File: src/rtl/ppc_pkg.sv
package ppc_pkg;
  typedef enum logic {GEN_IDLE, GEN_RUN} gen_state_e;
  localparam int unsigned FIELD_W_DEF = 128;
endpackage

File: src/rtl/ppc_alpha_step.sv
module ppc_alpha_step #(
  parameter int unsigned W = 128,
  parameter logic [W-1:0] RED_POLY = 'h87
) (
  input  logic [W-1:0] z_i,
  output logic [W-1:0] z_o,
  output logic         carry_o
);
  assign carry_o = z_i[W-1];
  assign z_o     = {z_i[W-2:0], 1'b0} ^ (z_i[W-1] ? RED_POLY : '0);
endmodule

File: src/rtl/ppc_crc_fold.sv
module ppc_crc_fold #(
  parameter int unsigned W = 128,
  parameter int unsigned K = 4,
  parameter logic [K-1:0] POLY = 'h3
) (
  input  logic [W-1:0] v_i,
  output logic [K-1:0] rem_o
);
  function automatic logic [K-1:0] mulx(input logic [K-1:0] r);
    return (r << 1) ^ (r[K-1] ? POLY : '0);
  endfunction

  logic [K-1:0] acc [W+1];
  assign acc[W] = '0;

  // Horner from the top coefficient down
  for (genvar b = W - 1; b >= 0; b--) begin : g_stage
    assign acc[b] = mulx(acc[b+1]) ^ K'(v_i[b]);
  end

  assign rem_o = acc[0];
endmodule

File: src/rtl/ppc_crc_step.sv
module ppc_crc_step #(
  parameter int unsigned W = 128,
  parameter int unsigned K = 4,
  parameter logic [K-1:0] POLY = 'h3,
  parameter logic [W-1:0] RED_POLY = 'h87
) (
  input  logic [K-1:0] rem_i,
  input  logic         carry_i,
  output logic [K-1:0] rem_o
);
  function automatic logic [K-1:0] mulx(input logic [K-1:0] r);
    return (r << 1) ^ (r[K-1] ? POLY : '0);
  endfunction

  // field polynomial x^W + RED_POLY reduced mod g
  function automatic logic [K-1:0] field_rem();
    logic [K-1:0] r;
    r = K'(1);
    for (int b = W - 1; b >= 0; b--) r = mulx(r) ^ K'(RED_POLY[b]);
    return r;
  endfunction

  localparam logic [K-1:0] F_REM = field_rem();

  assign rem_o = mulx(rem_i) ^ (carry_i ? F_REM : '0);
endmodule

File: src/rtl/ppc_col_store.sv
module ppc_col_store #(
  parameter int unsigned W = 128,
  parameter int unsigned K = 4
) (
  input  logic           clk_i,
  input  logic           rst_ni,
  input  logic           shift_i,
  input  logic [K-1:0]   col_i,
  output logic [K*W-1:0] coef_o
);
  for (genvar i = 0; i < K; i++) begin : g_row
    logic [W-1:0] row_q;
    // column j enters at the top and lands at bit j after the last shift
    always_ff @(posedge clk_i or negedge rst_ni) begin
      if (!rst_ni)      row_q <= '0;
      else if (shift_i) row_q <= {col_i[i], row_q[W-1:1]};
    end
    assign coef_o[i*W +: W] = row_q;
  end
endmodule

File: src/rtl/ppc_coef_gen.sv
module ppc_coef_gen
  import ppc_pkg::*;
#(
  parameter int unsigned FIELD_W = FIELD_W_DEF,
  parameter int unsigned CRC_BITS = 4,
  parameter logic [CRC_BITS-1:0] CRC_POLY = 'h3,
  parameter logic [FIELD_W-1:0] RED_POLY = 'h87
) (
  input  logic                      clk_i,
  input  logic                      rst_ni,
  input  logic                      start_i,
  input  logic [FIELD_W-1:0]        key_i,
  output logic                      done_o,
  output logic [CRC_BITS*FIELD_W-1:0] coef_o
);
  localparam int unsigned CW = $clog2(FIELD_W);
  localparam logic [CW-1:0] LAST = CW'(FIELD_W - 1);

  gen_state_e           state_q;
  logic [CW-1:0]        cnt_q;
  logic [FIELD_W-1:0]   z_q, z_nxt;
  logic [CRC_BITS-1:0]  rem_q, rem_nxt, rem_key;
  logic                 carry;
  logic                 done_q;
  logic                 run, accept;

  assign run    = (state_q == GEN_RUN);
  assign accept = !run && start_i;

  ppc_alpha_step #(.W(FIELD_W), .RED_POLY(RED_POLY)) u_alpha (
    .z_i(z_q), .z_o(z_nxt), .carry_o(carry)
  );

  ppc_crc_fold #(.W(FIELD_W), .K(CRC_BITS), .POLY(CRC_POLY)) u_fold (
    .v_i(key_i), .rem_o(rem_key)
  );

  ppc_crc_step #(.W(FIELD_W), .K(CRC_BITS), .POLY(CRC_POLY), .RED_POLY(RED_POLY)) u_step (
    .rem_i(rem_q), .carry_i(carry), .rem_o(rem_nxt)
  );

  ppc_col_store #(.W(FIELD_W), .K(CRC_BITS)) u_store (
    .clk_i(clk_i), .rst_ni(rst_ni), .shift_i(run), .col_i(rem_q), .coef_o(coef_o)
  );

  always_ff @(posedge clk_i or negedge rst_ni) begin
    if (!rst_ni) begin
      state_q <= GEN_IDLE;
      cnt_q   <= '0;
      z_q     <= '0;
      rem_q   <= '0;
      done_q  <= 1'b0;
    end else begin
      done_q <= 1'b0;
      if (accept) begin
        state_q <= GEN_RUN;
        cnt_q   <= '0;
        z_q     <= key_i;
        rem_q   <= rem_key;
      end else if (run) begin
        z_q   <= z_nxt;
        rem_q <= rem_nxt;
        cnt_q <= cnt_q + CW'(1);
        if (cnt_q == LAST) begin
          state_q <= GEN_IDLE;
          done_q  <= 1'b1;
        end
      end
    end
  end

  assign done_o = done_q;


  done_pulse_chk: assert property (@(posedge clk_i) disable iff (!rst_ni)
    done_o |=> !done_o);


  done_after_last_chk: assert property (@(posedge clk_i) disable iff (!rst_ni)
    $rose(done_o) |-> $past(run && cnt_q == LAST));


  start_ignored_chk: assert property (@(posedge clk_i) disable iff (!rst_ni)
    (run && start_i && cnt_q != LAST) |=> (run && cnt_q == $past(cnt_q) + CW'(1)));


  hold_idle_chk: assert property (@(posedge clk_i) disable iff (!rst_ni)
    !run |=> $stable(coef_o));
endmodule

File: config.mk
export PLATFORM = sky130hd
export DESIGN_NAME = ppc_coef_gen
export DESIGN_NICKNAME = d
export VERILOG_FILES = /design/src/rtl/ppc_pkg.sv /design/src/rtl/ppc_alpha_step.sv /design/src/rtl/ppc_crc_fold.sv /design/src/rtl/ppc_crc_step.sv /design/src/rtl/ppc_col_store.sv /design/src/rtl/ppc_coef_gen.sv
export SDC_FILE = /design/constraint.sdc
export NUM_CORES = 1
export LEC_CHECK = 0
export BUFFER_PORTS_ARGS = -buffer_cell sky130_fd_sc_hd__buf_2
export CORE_MARGIN = 3
export CORE_UTILIZATION = 30
export CTS_BUF_LIST = sky130_fd_sc_hd__clkbuf_4 sky130_fd_sc_hd__clkbuf_8 sky130_fd_sc_hd__clkbuf_16
export DETAILED_ROUTE_END_ITERATION = 10
export PLACE_DENSITY_LB_ADDON = 0.25
export SLEW_MARGIN = 10
export SYNTH_ARGS = -nofsm -noshare
export SYNTH_HDL_FRONTEND = slang
export SYNTH_SLANG_ARGS = --single-unit
File: constraint.sdc
create_clock -name clk_i -period 2.75 [get_ports clk_i]
set_input_delay 0.275 -clock clk_i [delete_from_list [all_inputs] [get_ports clk_i]]
set_output_delay 0.275 -clock clk_i [all_outputs]
set_load 0.1 [all_outputs]
==> flow_metrics.py, run 1 <==
metrics = {
    "power": {
        "p_int_mw": 27.1,
        "p_leak_nw": 19.4,
        "irDropWorstVdd_uv": 1390,
        "clkPwrFrac_pct": 22.3,
        "seq_power_share_pct": 28.3,
        "power_density_mw_per_mm2": 1340,
        "power_mw": 49.5,
        "power_switching_mw": 22.4,
        "comb_power_share_pct": 49.4,
        "p_sw_share_pct": 45.3,
    },
    "worst_hold_path": {
        "min_to": "z_q[73]$_DFFE_PN0P_",
        "hold_depth": 4,
        "holdCritPathClass": "input pin to flop",
        "holdCritStartpoint": "key_i[73]",
    },
    "sta": {
        "finalSetupViolCount": 0,
        "fmaxAchievable_mhz": 371,
        "tightest_slew_ns": 0.723,
        "slew_violations": 0,
        "max_slew_margin_pct": 51.8,
        "period_needed_ns": 2.69,
        "layout_setup_ws_ns": 0.0554,
        "whs_ns": 0.0413,
        "fin_crit_sh_pct": 98.0,
        "finalHoldViolCount": 0,
        "skew_ns": 0.0201,
    },
    "place": {
        "numPortBuffers": 643,
        "gp_congestion": 0.819,
        "pre_cts_ws_ns": -0.783,
        "dp_hpwl_um": 55900,
    },
    "worst_setup_path": {
        "cp_top_family": "XOR/XNOR gates",
        "cp-start-kind": "input pin",
        "worst-endpoint-arrival_ns": 3.19,
        "crit_start": "key_i[73]",
        "cp.buffers_inverters": 4,
        "max_stage_delay_ns": 0.47,
        "crit_fanout": 3,
        "r2r_start": "run$_DFF_PN0_",
        "slowest_stage": "xnor3_2",
        "critPathMostFrequentCell": "buf_4",
        "r2r_slack_ns": 0.88,
        "crit_path_end_kind": "flop",
        "r2r_end": "u_store.g_row[2].row_q[76]$_DFFE_PN0P_",
        "r2r_cells": 3,
        "path_class": "input pin to flop",
        "required_ns": 3.25,
        "crit_chain": "buf_6 -> xnor3_2 -> buf_4 -> xnor2_1 -> xnor3_2 -> buf_4 -> xnor2_2 -> xnor2_2 -> buf_4 -> xnor2_4 -> xnor3_1 -> xnor3_1 -> nand2_1 -> a22oi_2",
    },
    "route": {
        "vias": 18000,
        "drc_errors": 0,
        "initialDrtViolationCount": 830,
        "wire_per_inst_um": 19.2,
        "viasPerCell": 4.53,
        "drt-total-wl_um": 76200,
        "ant_nets": 0,
        "drtPass1Iterations": 5,
    },
    "die": {
        "fp.dieArea_mm2": 0.0952,
        "core_mm2": 0.0904,
        "initial_utilization_pct": 30.4,
        "fp.dieH_um": 309,
        "dieWidth_um": 309,
        "ios": 644,
        "num_rows": 110,
    },
    "yosys": {
        "synth_edf_count": 0,
        "synth_seq_cells": 653,
        "synth_warnings": 0,
        "avgSynthCellArea_um2": 14.5,
        "synthArstFlopShare_pct": 100,
        "synthDominantCellAreaShare_pct": 59.5,
        "synthTopCellsByArea": "dfrtp_1 (60%), mux2_2 (21%), mux2i_1 (4.8%), xnor2_1 (4.0%), o21ai_0 (2.4%)",
        "yosys.cell_types.count": 29,
        "postSynthCellCount": 1889,
        "synth_nets": 2021,
        "synth_seq_area_share_pct": 59.5,
        "synth_area_leader_cell": "dfrtp_1",
        "ys.flop_type": "dfrtp_1",
        "syn_area_mm2": 0.0275,
    },
    "global_route": {
        "grt_max_degree": 84,
        "antenna_found_initial": 1,
        "grt_overflow": 0,
        "grt_pass1_wl_um": 116000,
        "grt_usage_pct": 15.7,
        "first_global_vias": 19200,
    },
    "layout": {
        "area_delta_synth_final_pct": 34.5,
        "layout_common_cells": "dfrtp_1 (652), buf_2 (636), mux2_2 (513), buf_4 (139), nand2_1 (135)",
        "nNetsFinal": 2858,
        "drive_above_1_share_pct": 53.9,
        "layout_commonest_cell": "dfrtp_1",
    },
    "clock_network": {
        "cts.sinks": 653,
        "clkLatencyLatePin_ns": 0.63,
        "path_clk_slew_ns": 0.06,
        "cts_made_buffers": 77,
        "cts_tree": "yes",
        "h-tree-depth": 3,
        "cts-root-buf": "clkbuf_16",
        "clockBufferDepth": 3,
    },
    "outcome": {
        "outcome": "completed",
    },
    "flow_run": {
        "cap_violations": 0,
    },
}
==> worst reg2reg max path: cells and delay by family, from the launching register on <==
| kind | cells | cell delay [ns] |
|---|---|---|
| buffers and inverters | 2 | 0.63 |
| DFF | 1 | 0.71 |
| muxes | 1 | 0.40 |
==> logic make-up (layout without fill, tap and decap cells) <==
logic type,Yosys count,count (layout),synth area share (%)
XOR/XNOR,196,196,8.43
AO/OA/AOI/OAI,143,143,2.65
AND/OR/NAND/NOR,147,147,2.09
buffers and inverters,105,1003,1.44
multiplexers,644,644,25.8
flip-flops,653,653,59.5
other,0,2,0
adder cells (fa/ha/maj),1,1,0.0456
==> synth_stat cells (all sizes together) (3+ instances only) <==
cell type	n
xnor3	39
nand4	3
xnor2	124
mux2	513
a21oi	8
clkbuf	87
dfrtp	653
nand2	135
mux2i	131
o21ai	132
nor2	3
buf	16
xor2	31
==> repair_timing <==
item	4_1_cts	5_1_grt
setup buffers	0	7
hold endpoints to repair	93	0
endpoints found under the setup margin	3	4
hold buffers	61	0
gates resized for setup	4	37
pin swaps	0	38
==> final cells by class <==
class	count	area [um2]
Multi-Input combinational cell	1131	11000
Tap cell	1176	1470
Antenna cell	2	5.00
Inverter	2	7.51
Timing Repair Buffer	861	5300
Clock buffer	109	2280
Clock inverter	31	507
Sequential cell	653	16300
Fill cell	8511	53500
==> registers in the layout (all words and copies together) (netlist names) <==
name	count
rem_q	4
run	1
cnt_q	7
u_store.g_row.row_q	512
z_q	128
done_o	1
==> how the worst max path moves through the flow <==
stage,to,cells after the start
finish,rem_q[3]$_DFFE_PN0P_,14
global route,rem_q[2]$_DFFE_PN0P_,13
CTS,rem_q[2]$_DFFE_PN0P_,13
detailed placement,rem_q[1]$_DFFE_PN0P_,11
global placement,rem_q[1]$_DFFE_PN0P_,11
floorplan,rem_q[1]$_DFFE_PN0P_,10
==> layer usage <==
| layer | vias up | GRT usage [%] | routed length [um] |
|---|---|---|---|
| li1 | 8294 | - | - |
| met1 | 9125 | 18.6 | 30700 |
| met2 | 448 | 27.2 | 38700 |
| met3 | 111 | 4.41 | 4680 |
| met4 | 0 | 5.56 | 2120 |
| met5 | - | 0 | 0 |
==> power by group through the flow <==
stage               clock network, mW  registers, mW  logic, mW
floorplan                           0           24.4       8.98
global placement                    0           14.0       23.9
detailed placement                  0           14.2       24.1
CTS                              11.4           14.0       24.2
global route                     11.9           14.4       25.7
finish                           11.0           14.0       24.4
==> through the flow <==
stage          utilization [%]  setup TNS, ns  cell area, um2  instances
3_5_place_dp              36.7          -2.94           33200       3760
5_1_grt                   40.8        -0.0540           36900       3964
6_report                  40.8              0           36900       3965
2_1_floorplan                -          -1.04           27500       1889
3_3_place_gp              36.7          -2.96           33200       3760
4_1_cts                   40.5              0           36600       3961
No activity file was read; power rests on OpenSTA's default activity.
==> run 2, diff against run 1 <==
--- a/config.mk
+++ b/config.mk
@@ -6,10 +6,10 @@
 export NUM_CORES = 1
 export LEC_CHECK = 0
 export BUFFER_PORTS_ARGS = -buffer_cell sky130_fd_sc_hd__buf_2
-export CORE_MARGIN = 3
-export CORE_UTILIZATION = 30
+export CORE_AREA = 3 3 249 251
 export CTS_BUF_LIST = sky130_fd_sc_hd__clkbuf_4 sky130_fd_sc_hd__clkbuf_8 sky130_fd_sc_hd__clkbuf_16
 export DETAILED_ROUTE_END_ITERATION = 10
+export DIE_AREA = 0 0 252 254
 export PLACE_DENSITY_LB_ADDON = 0.25
 export SLEW_MARGIN = 10
 export SYNTH_ARGS = -nofsm -noshare
==> run 2 against run 1 <==
- non-clock buffer count down 39
- sequential power about the same
- utilization up 19 points
- die area down 33%
- register-to-register slack worse by 0.05 ns
- sequential share of layout area up 1.5 points
- critical path type unchanged
- final area down 3.3%
- sequential cell count unchanged
- via count down 0.22%
==> flow_metrics.py, run 2 (synthesis results as in run 1) <==
metrics = {
    "outcome": {
        "outcome": "completed",
    },
    "clock_network": {
        "cts_made_buffers": 71,
        "cts.sinks": 653,
        "cts_tree": "yes",
        "clkLatencyLatePin_ns": 0.61,
        "path_clk_slew_ns": 0.06,
        "clockBufferDepth": 3,
        "cts-root-buf": "clkbuf_16",
        "h-tree-depth": 3,
    },
    "place": {
        "dp_cells": 3343,
        "dp_hpwl_um": 53700,
        "numPortBuffers": 643,
        "gp_congestion": 0.854,
    },
    "layout": {
        "drive_above_1_share_pct": 53.6,
        "multi_input_area_mm2": 0.0110,
        "top_register": "u_store.g_row.row_q",
        "fin_cells": 3526,
        "largest_reg_flops": 512,
        "biggestRegsByFlops": "u_store.g_row.row_q x512, z_q x128, cnt_q x7",
        "fill_cells": 4789,
        "nNetsFinal": 2813,
        "layout_common_cells": "dfrtp_1 (652), buf_2 (638), mux2_2 (513), nand2_1 (135), mux2i_1 (131)",
        "seq_area_mm2": 0.0163,
        "layout_commonest_cell": "dfrtp_1",
        "area_delta_synth_final_pct": 30.0,
        "final_util_pct": 59.3,
    },
    "power": {
        "irDropWorstVdd_uv": 1770,
        "seq_power_share_pct": 28.8,
        "p_int_mw": 26.0,
        "clkPwrFrac_pct": 20.3,
        "comb_power_share_pct": 50.8,
        "power_switching_mw": 22.5,
        "p_leak_nw": 19.0,
        "power_density_mw_per_mm2": 1360,
        "p_sw_share_pct": 46.4,
    },
    "worst_setup_path": {
        "crit_chain": "dlygate4sd3_1 -> buf_2 -> xnor3_4 -> xnor2_2 -> xnor2_1 -> xnor2_2 -> xnor3_2 -> xnor3_1 -> xnor3_1 -> nand2_1 -> a21oi_2",
        "crit_path_end_kind": "flop",
        "required_ns": 3.25,
        "r2r_slack_ns": 0.83,
        "cp-start-kind": "input pin",
        "path_class": "input pin to flop",
        "worst-endpoint-arrival_ns": 3.22,
        "crit_start": "key_i[63]",
        "r2r_cells": 3,
        "slowest_stage": "dlygate4sd3_1",
        "r2r_start": "run$_DFF_PN0_",
        "max_stage_delay_ns": 0.56,
        "crit_fanout": 2,
        "r2r_end": "u_store.g_row[2].row_q[107]$_DFFE_PN0P_",
    },
    "route": {
        "ant_nets": 0,
        "drtPass1Iterations": 5,
        "drc_errors": 0,
        "wire_per_inst_um": 20.9,
        "vias": 17900,
        "drt-total-wl_um": 73800,
        "initialDrtViolationCount": 988,
        "viasPerCell": 5.09,
    },
    "die": {
        "initial_utilization_pct": 45.7,
        "num_rows": 90,
        "fp.dieArea_mm2": 0.0640,
        "dieWidth_um": 252,
        "fp.dieH_um": 254,
        "core_mm2": 0.0601,
        "ios": 644,
    },
    "sta": {
        "finalSetupViolCount": 0,
        "max_slew_margin_pct": 57.8,
        "period_needed_ns": 2.72,
        "slew_violations": 0,
        "fmaxAchievable_mhz": 368,
        "whs_ns": 0.0256,
        "skew_ns": 0.0220,
        "tightest_slew_ns": 0.633,
        "rsz0062_at_grt": "yes",
        "fin_crit_sh_pct": 98.9,
        "finalHoldViolCount": 0,
    },
    "worst_hold_path": {
        "hold_depth": 3,
        "min_to": "z_q[7]$_DFFE_PN0P_",
        "holdCritPathClass": "input pin to flop",
        "holdCritStartpoint": "key_i[7]",
    },
    "global_route": {
        "grt_max_degree": 128,
        "grt_pass1_wl_um": 113000,
        "first_global_vias": 19200,
        "grt_overflow": 0,
        "antenna_found_initial": 8,
        "grt_usage_pct": 22.6,
    },
    "flow_run": {
        "cap_violations": 0,
    },
}
-- run 2: cell types whose count changed in the layout (fill, tap and decap cells not counted), sizes merged --
cell | before | now
dlygate4sd3 | 59 | 40
inv | 6 | 4
bufinv | 11 | 5
dlymetal6s4s | 2 | 1
diode | 2 | 8
clkinv | 14 | 20
buf | 800 | 781
clkbuf | 109 | 99
-- run 2: power groups by stage --
stage | clock (mW) | sequential, mW | combinational (mW)
2_1_floorplan | 0 | 24.4 | 8.98
3_3_place_gp | 0 | 14.0 | 23.7
3_5_place_dp | 0 | 14.1 | 23.9
4_1_cts | 10.1 | 14.0 | 24.0
5_1_grt | 10.5 | 14.3 | 25.7
6_report | 9.87 | 14.0 | 24.7
-- run 2: how the worst max path moves through the flow --
stage,end,slack [ns]
finish,rem_q[2]$_DFFE_PN0P_,0.03
global route,rem_q[2]$_DFFE_PN0P_,-0.05
CTS,rem_q[3]$_DFFE_PN0P_,0.007
detailed placement,rem_q[0]$_DFFE_PN0P_,-0.66
global placement,rem_q[0]$_DFFE_PN0P_,-0.62
floorplan,rem_q[1]$_DFFE_PN0P_,-0.32
-- run 2: repair_timing --
item / CTS / global route
buffers inserted: 0 / 7
gates resized for setup: 0 / 37
hold buffers: 41 / 0
endpoints found under the hold margin: 79 / 0
endpoints found under the setup margin: 0 / 4
-- run 2: area by class of cell --
type | instances | share of cell area [%]
flip-flops and latches | 653 | 45.8
multi-input cells | 1131 | 30.7
repair buffers | 822 | 13.7
clock buffers | 99 | 5.81
well taps | 782 | 2.74
clock inverters | 29 | 1.10
diodes | 8 | 0.0561
inverters | 2 | 0.0210
-- run 2: per-layer routing --
metal,GRT usage [%],wire [um],share of wire (%),vias to the layer above
met5,0,0,0,-
met4,8.01,2280,3.1,0
met3,7.11,5190,7.0,122
met2,37.9,36800,50,498
met1,27.6,29600,40,9124
li1,-,-,-,8195
-- run 2: through the flow --
stage	area (um2)	setup slack [ns]	TNS [ns]	power [mW]
2_1_floorplan	27500	-0.318	-1.04	33.3
3_3_place_gp	32500	-0.618	-2.38	37.7
3_5_place_dp	32500	-0.662	-2.60	38.0
4_1_cts	35400	0.00716	0	48.2
5_1_grt	35700	-0.0488	-0.0975	50.5
6_report	35700	0.0298	0	48.5
-- run 2: worst max-delay path: cells and delay by family --
kind | cells | cell delay (ns)
xor gates and xnor gates | 7 | 2.09
buffers and inverters | 2 | 0.71
and+or+nand+nor | 1 | 0.09
AOI/OAI and AO/OA | 1 | 0.06
==> run 3, diff against run 2 <==
--- a/config.mk
+++ b/config.mk
@@ -6,11 +6,14 @@
 export NUM_CORES = 1
 export LEC_CHECK = 0
 export BUFFER_PORTS_ARGS = -buffer_cell sky130_fd_sc_hd__buf_2
-export CORE_AREA = 3 3 249 251
+export CELL_PAD_IN_SITES_DETAIL_PLACEMENT = 0
+export CELL_PAD_IN_SITES_GLOBAL_PLACEMENT = 2
+export CORE_MARGIN = 3
+export CORE_UTILIZATION = 40
 export CTS_BUF_LIST = sky130_fd_sc_hd__clkbuf_4 sky130_fd_sc_hd__clkbuf_8 sky130_fd_sc_hd__clkbuf_16
 export DETAILED_ROUTE_END_ITERATION = 10
-export DIE_AREA = 0 0 252 254
 export PLACE_DENSITY_LB_ADDON = 0.25
+export SETUP_SLACK_MARGIN = 0.1
 export SLEW_MARGIN = 10
 export SYNTH_ARGS = -nofsm -noshare
 export SYNTH_HDL_FRONTEND = slang
==> run 3 against run 2 <==
- die area rose by 12%
- sequential power hardly changed
- highest routed layer unchanged
- via count down 1.2%
- clock power decreased by 1%
- critical endpoint is now rem_q[1]$_DFFE_PN0P_
- non-clock buffer count is 23 lower
- first-iteration DRC count fell by 7.1%
==> flow_metrics.py, run 3 (synthesis results as in run 1) <==
metrics = {
    "sta": {
        "finalHoldViolCount": 0,
        "whs_ns": 0.0322,
        "layout_setup_ws_ns": 0.0351,
        "tightest_slew_ns": 0.689,
        "finalSetupViolCount": 0,
        "period_needed_ns": 2.71,
        "rsz0062_at_grt": "yes",
        "max_slew_margin_pct": 54.0,
        "fin_crit_sh_pct": 98.7,
        "finalSetupTns_ns": 0,
        "fmaxAchievable_mhz": 368,
        "slew_violations": 0,
        "skew_ns": 0.0181,
    },
    "global_route": {
        "grt_usage_pct": 20.9,
        "first_global_vias": 18900,
        "grt_max_degree": 125,
        "grt_pass1_wl_um": 115000,
        "grt_overflow": 0,
        "antenna_found_initial": 5,
    },
    "worst_setup_path": {
        "slowest_stage": "xnor3_2",
        "r2r_cells": 3,
        "required_ns": 3.21,
        "worst-endpoint-arrival_ns": 3.17,
        "r2r_start": "run$_DFF_PN0_",
        "crit_path_end_kind": "flop",
        "crit_fanout": 2,
        "path_class": "input pin to flop",
        "cp-start-kind": "input pin",
        "r2r_slack_ns": 1.00,
        "crit_chain": "buf_2 -> xnor2_2 -> xnor3_2 -> xnor2_1 -> xnor3_2 -> xor2_2 -> buf_4 -> xor2_2 -> xnor3_1 -> xnor3_1 -> mux2i_1 -> o21ai_1",
        "r2r_end": "u_store.g_row[1].row_q[37]$_DFFE_PN0P_",
        "max_stage_delay_ns": 0.50,
    },
    "route": {
        "drc_errors": 0,
        "ant_nets": 0,
        "drt-total-wl_um": 76300,
        "wire_per_inst_um": 21.3,
        "initialDrtViolationCount": 918,
        "drtPass1Iterations": 5,
        "viasPerCell": 4.94,
        "vias": 17700,
    },
    "place": {
        "gp_congestion": 0.823,
        "numPortBuffers": 643,
        "pre_cts_ws_ns": -0.849,
        "place_area_mm2": 0.0325,
        "dp_hpwl_um": 55700,
    },
    "layout": {
        "biggestRegsByFlops": "u_store.g_row.row_q x512, z_q x128, cnt_q x7",
        "largest_reg_flops": 512,
        "nNetsFinal": 2792,
        "fin_area_mm2": 0.0356,
        "layout_commonest_cell": "dfrtp_1",
        "area_delta_synth_final_pct": 29.7,
        "drive_above_1_share_pct": 54.2,
        "final_util_pct": 52.6,
        "top_register": "u_store.g_row.row_q",
        "layout_common_cells": "dfrtp_1 (652), buf_2 (639), mux2_2 (513), nand2_1 (135), mux2i_1 (131)",
    },
    "clock_network": {
        "cts-root-buf": "clkbuf_16",
        "h-tree-depth": 3,
        "cts.sinks": 653,
        "cts_made_buffers": 73,
        "path_clk_slew_ns": 0.05,
        "clockBufferDepth": 3,
        "cts_tree": "yes",
        "clkLatencyLatePin_ns": 0.60,
    },
    "worst_hold_path": {
        "holdCritStartpoint": "key_i[114]",
        "hold_depth": 3,
        "min_to": "z_q[114]$_DFFE_PN0P_",
        "holdCritPathClass": "input pin to flop",
    },
    "power": {
        "p_leak_nw": 18.9,
        "power_density_mw_per_mm2": 1370,
        "irDropWorstVdd_uv": 1550,
    },
    "die": {
        "fp.dieArea_mm2": 0.0718,
        "ios": 644,
        "num_rows": 95,
        "core_mm2": 0.0676,
        "initial_utilization_pct": 40.6,
        "dieWidth_um": 268,
        "fp.dieH_um": 268,
    },
    "flow_run": {
        "cap_violations": 0,
    },
    "outcome": {
        "outcome": "completed",
    },
}
## run 3: cell types whose count changed in the layout (fill, tap and decap cells not counted), sizes merged, moves of 3 or more
cell,delta
dlygate4sd3,-16
clkbuf,+13
clkinv,-10
buf,-6
bufinv,-3
diode,-3
## run 3: power breakdown
part	total, mW	switching (mW)	internal (mW)
combinational	25.1	16.8	8.28
sequential	13.9	1.79	12.2
clock	9.75	3.92	5.82
total	48.7	22.5	26.3
## run 3: repair_timing
| action | CTS | global route |
|---|---|---|
| resized for setup | 30 | 18 |
| endpoints found under the setup margin | 4 | 4 |
| endpoints found under the hold margin | 134 | 0 |
| setup buffers | 4 | 4 |
| pin swaps | 20 | 15 |
| hold buffers | 24 | 0 |
## run 3: critical path, delay by kind of cell
family | cells | cell delay, ns
XOR/XNOR | 8 | 2.38
multiplexers | 1 | 0.14
buffers and inverters | 2 | 0.30
AO/OA/AOI/OAI | 1 | 0.07
## run 3: metal layers
metal	GRT usage, %	vias up	part of all wire (%)
li1	-	8127	-
met1	25.5	9028	39
met2	35.1	460	50
met3	7.07	105	8.1
met4	6.53	0	2.5
met5	0	-	0
## run 3: how the worst max path moves through the flow
| stage | startpoint | to | cells after the start |
|---|---|---|---|
| 2_1_floorplan | key_i[93] | rem_q[1]$_DFFE_PN0P_ | 10 |
| 3_3_place_gp | key_i[29] | rem_q[1]$_DFFE_PN0P_ | 11 |
| 3_5_place_dp | key_i[29] | rem_q[1]$_DFFE_PN0P_ | 11 |
| 4_1_cts | key_i[74] | rem_q[1]$_DFFE_PN0P_ | 12 |
| 5_1_grt | key_i[99] | rem_q[0]$_DFFE_PN0P_ | 12 |
| 6_report | key_i[99] | rem_q[1]$_DFFE_PN0P_ | 12 |
## run 3: final cells by class
cell class              instances  area, um2
repair buffers                799       4670
well taps                     873       1090
fillers                      5928      32000
multi-input cells            1131      11000
diodes                          5       12.5
clock buffers                 112       2240
clock inverters                13        176
inverters                       2       7.51
flip-flops and latches        653      16300
## run 3: per-stage QoR
stage,total power [mW],cells
2_1_floorplan,33.3,1889
3_3_place_gp,38.0,3426
3_5_place_dp,38.3,3426
4_1_cts,48.7,3579
5_1_grt,51.0,3588
6_report,48.7,3588
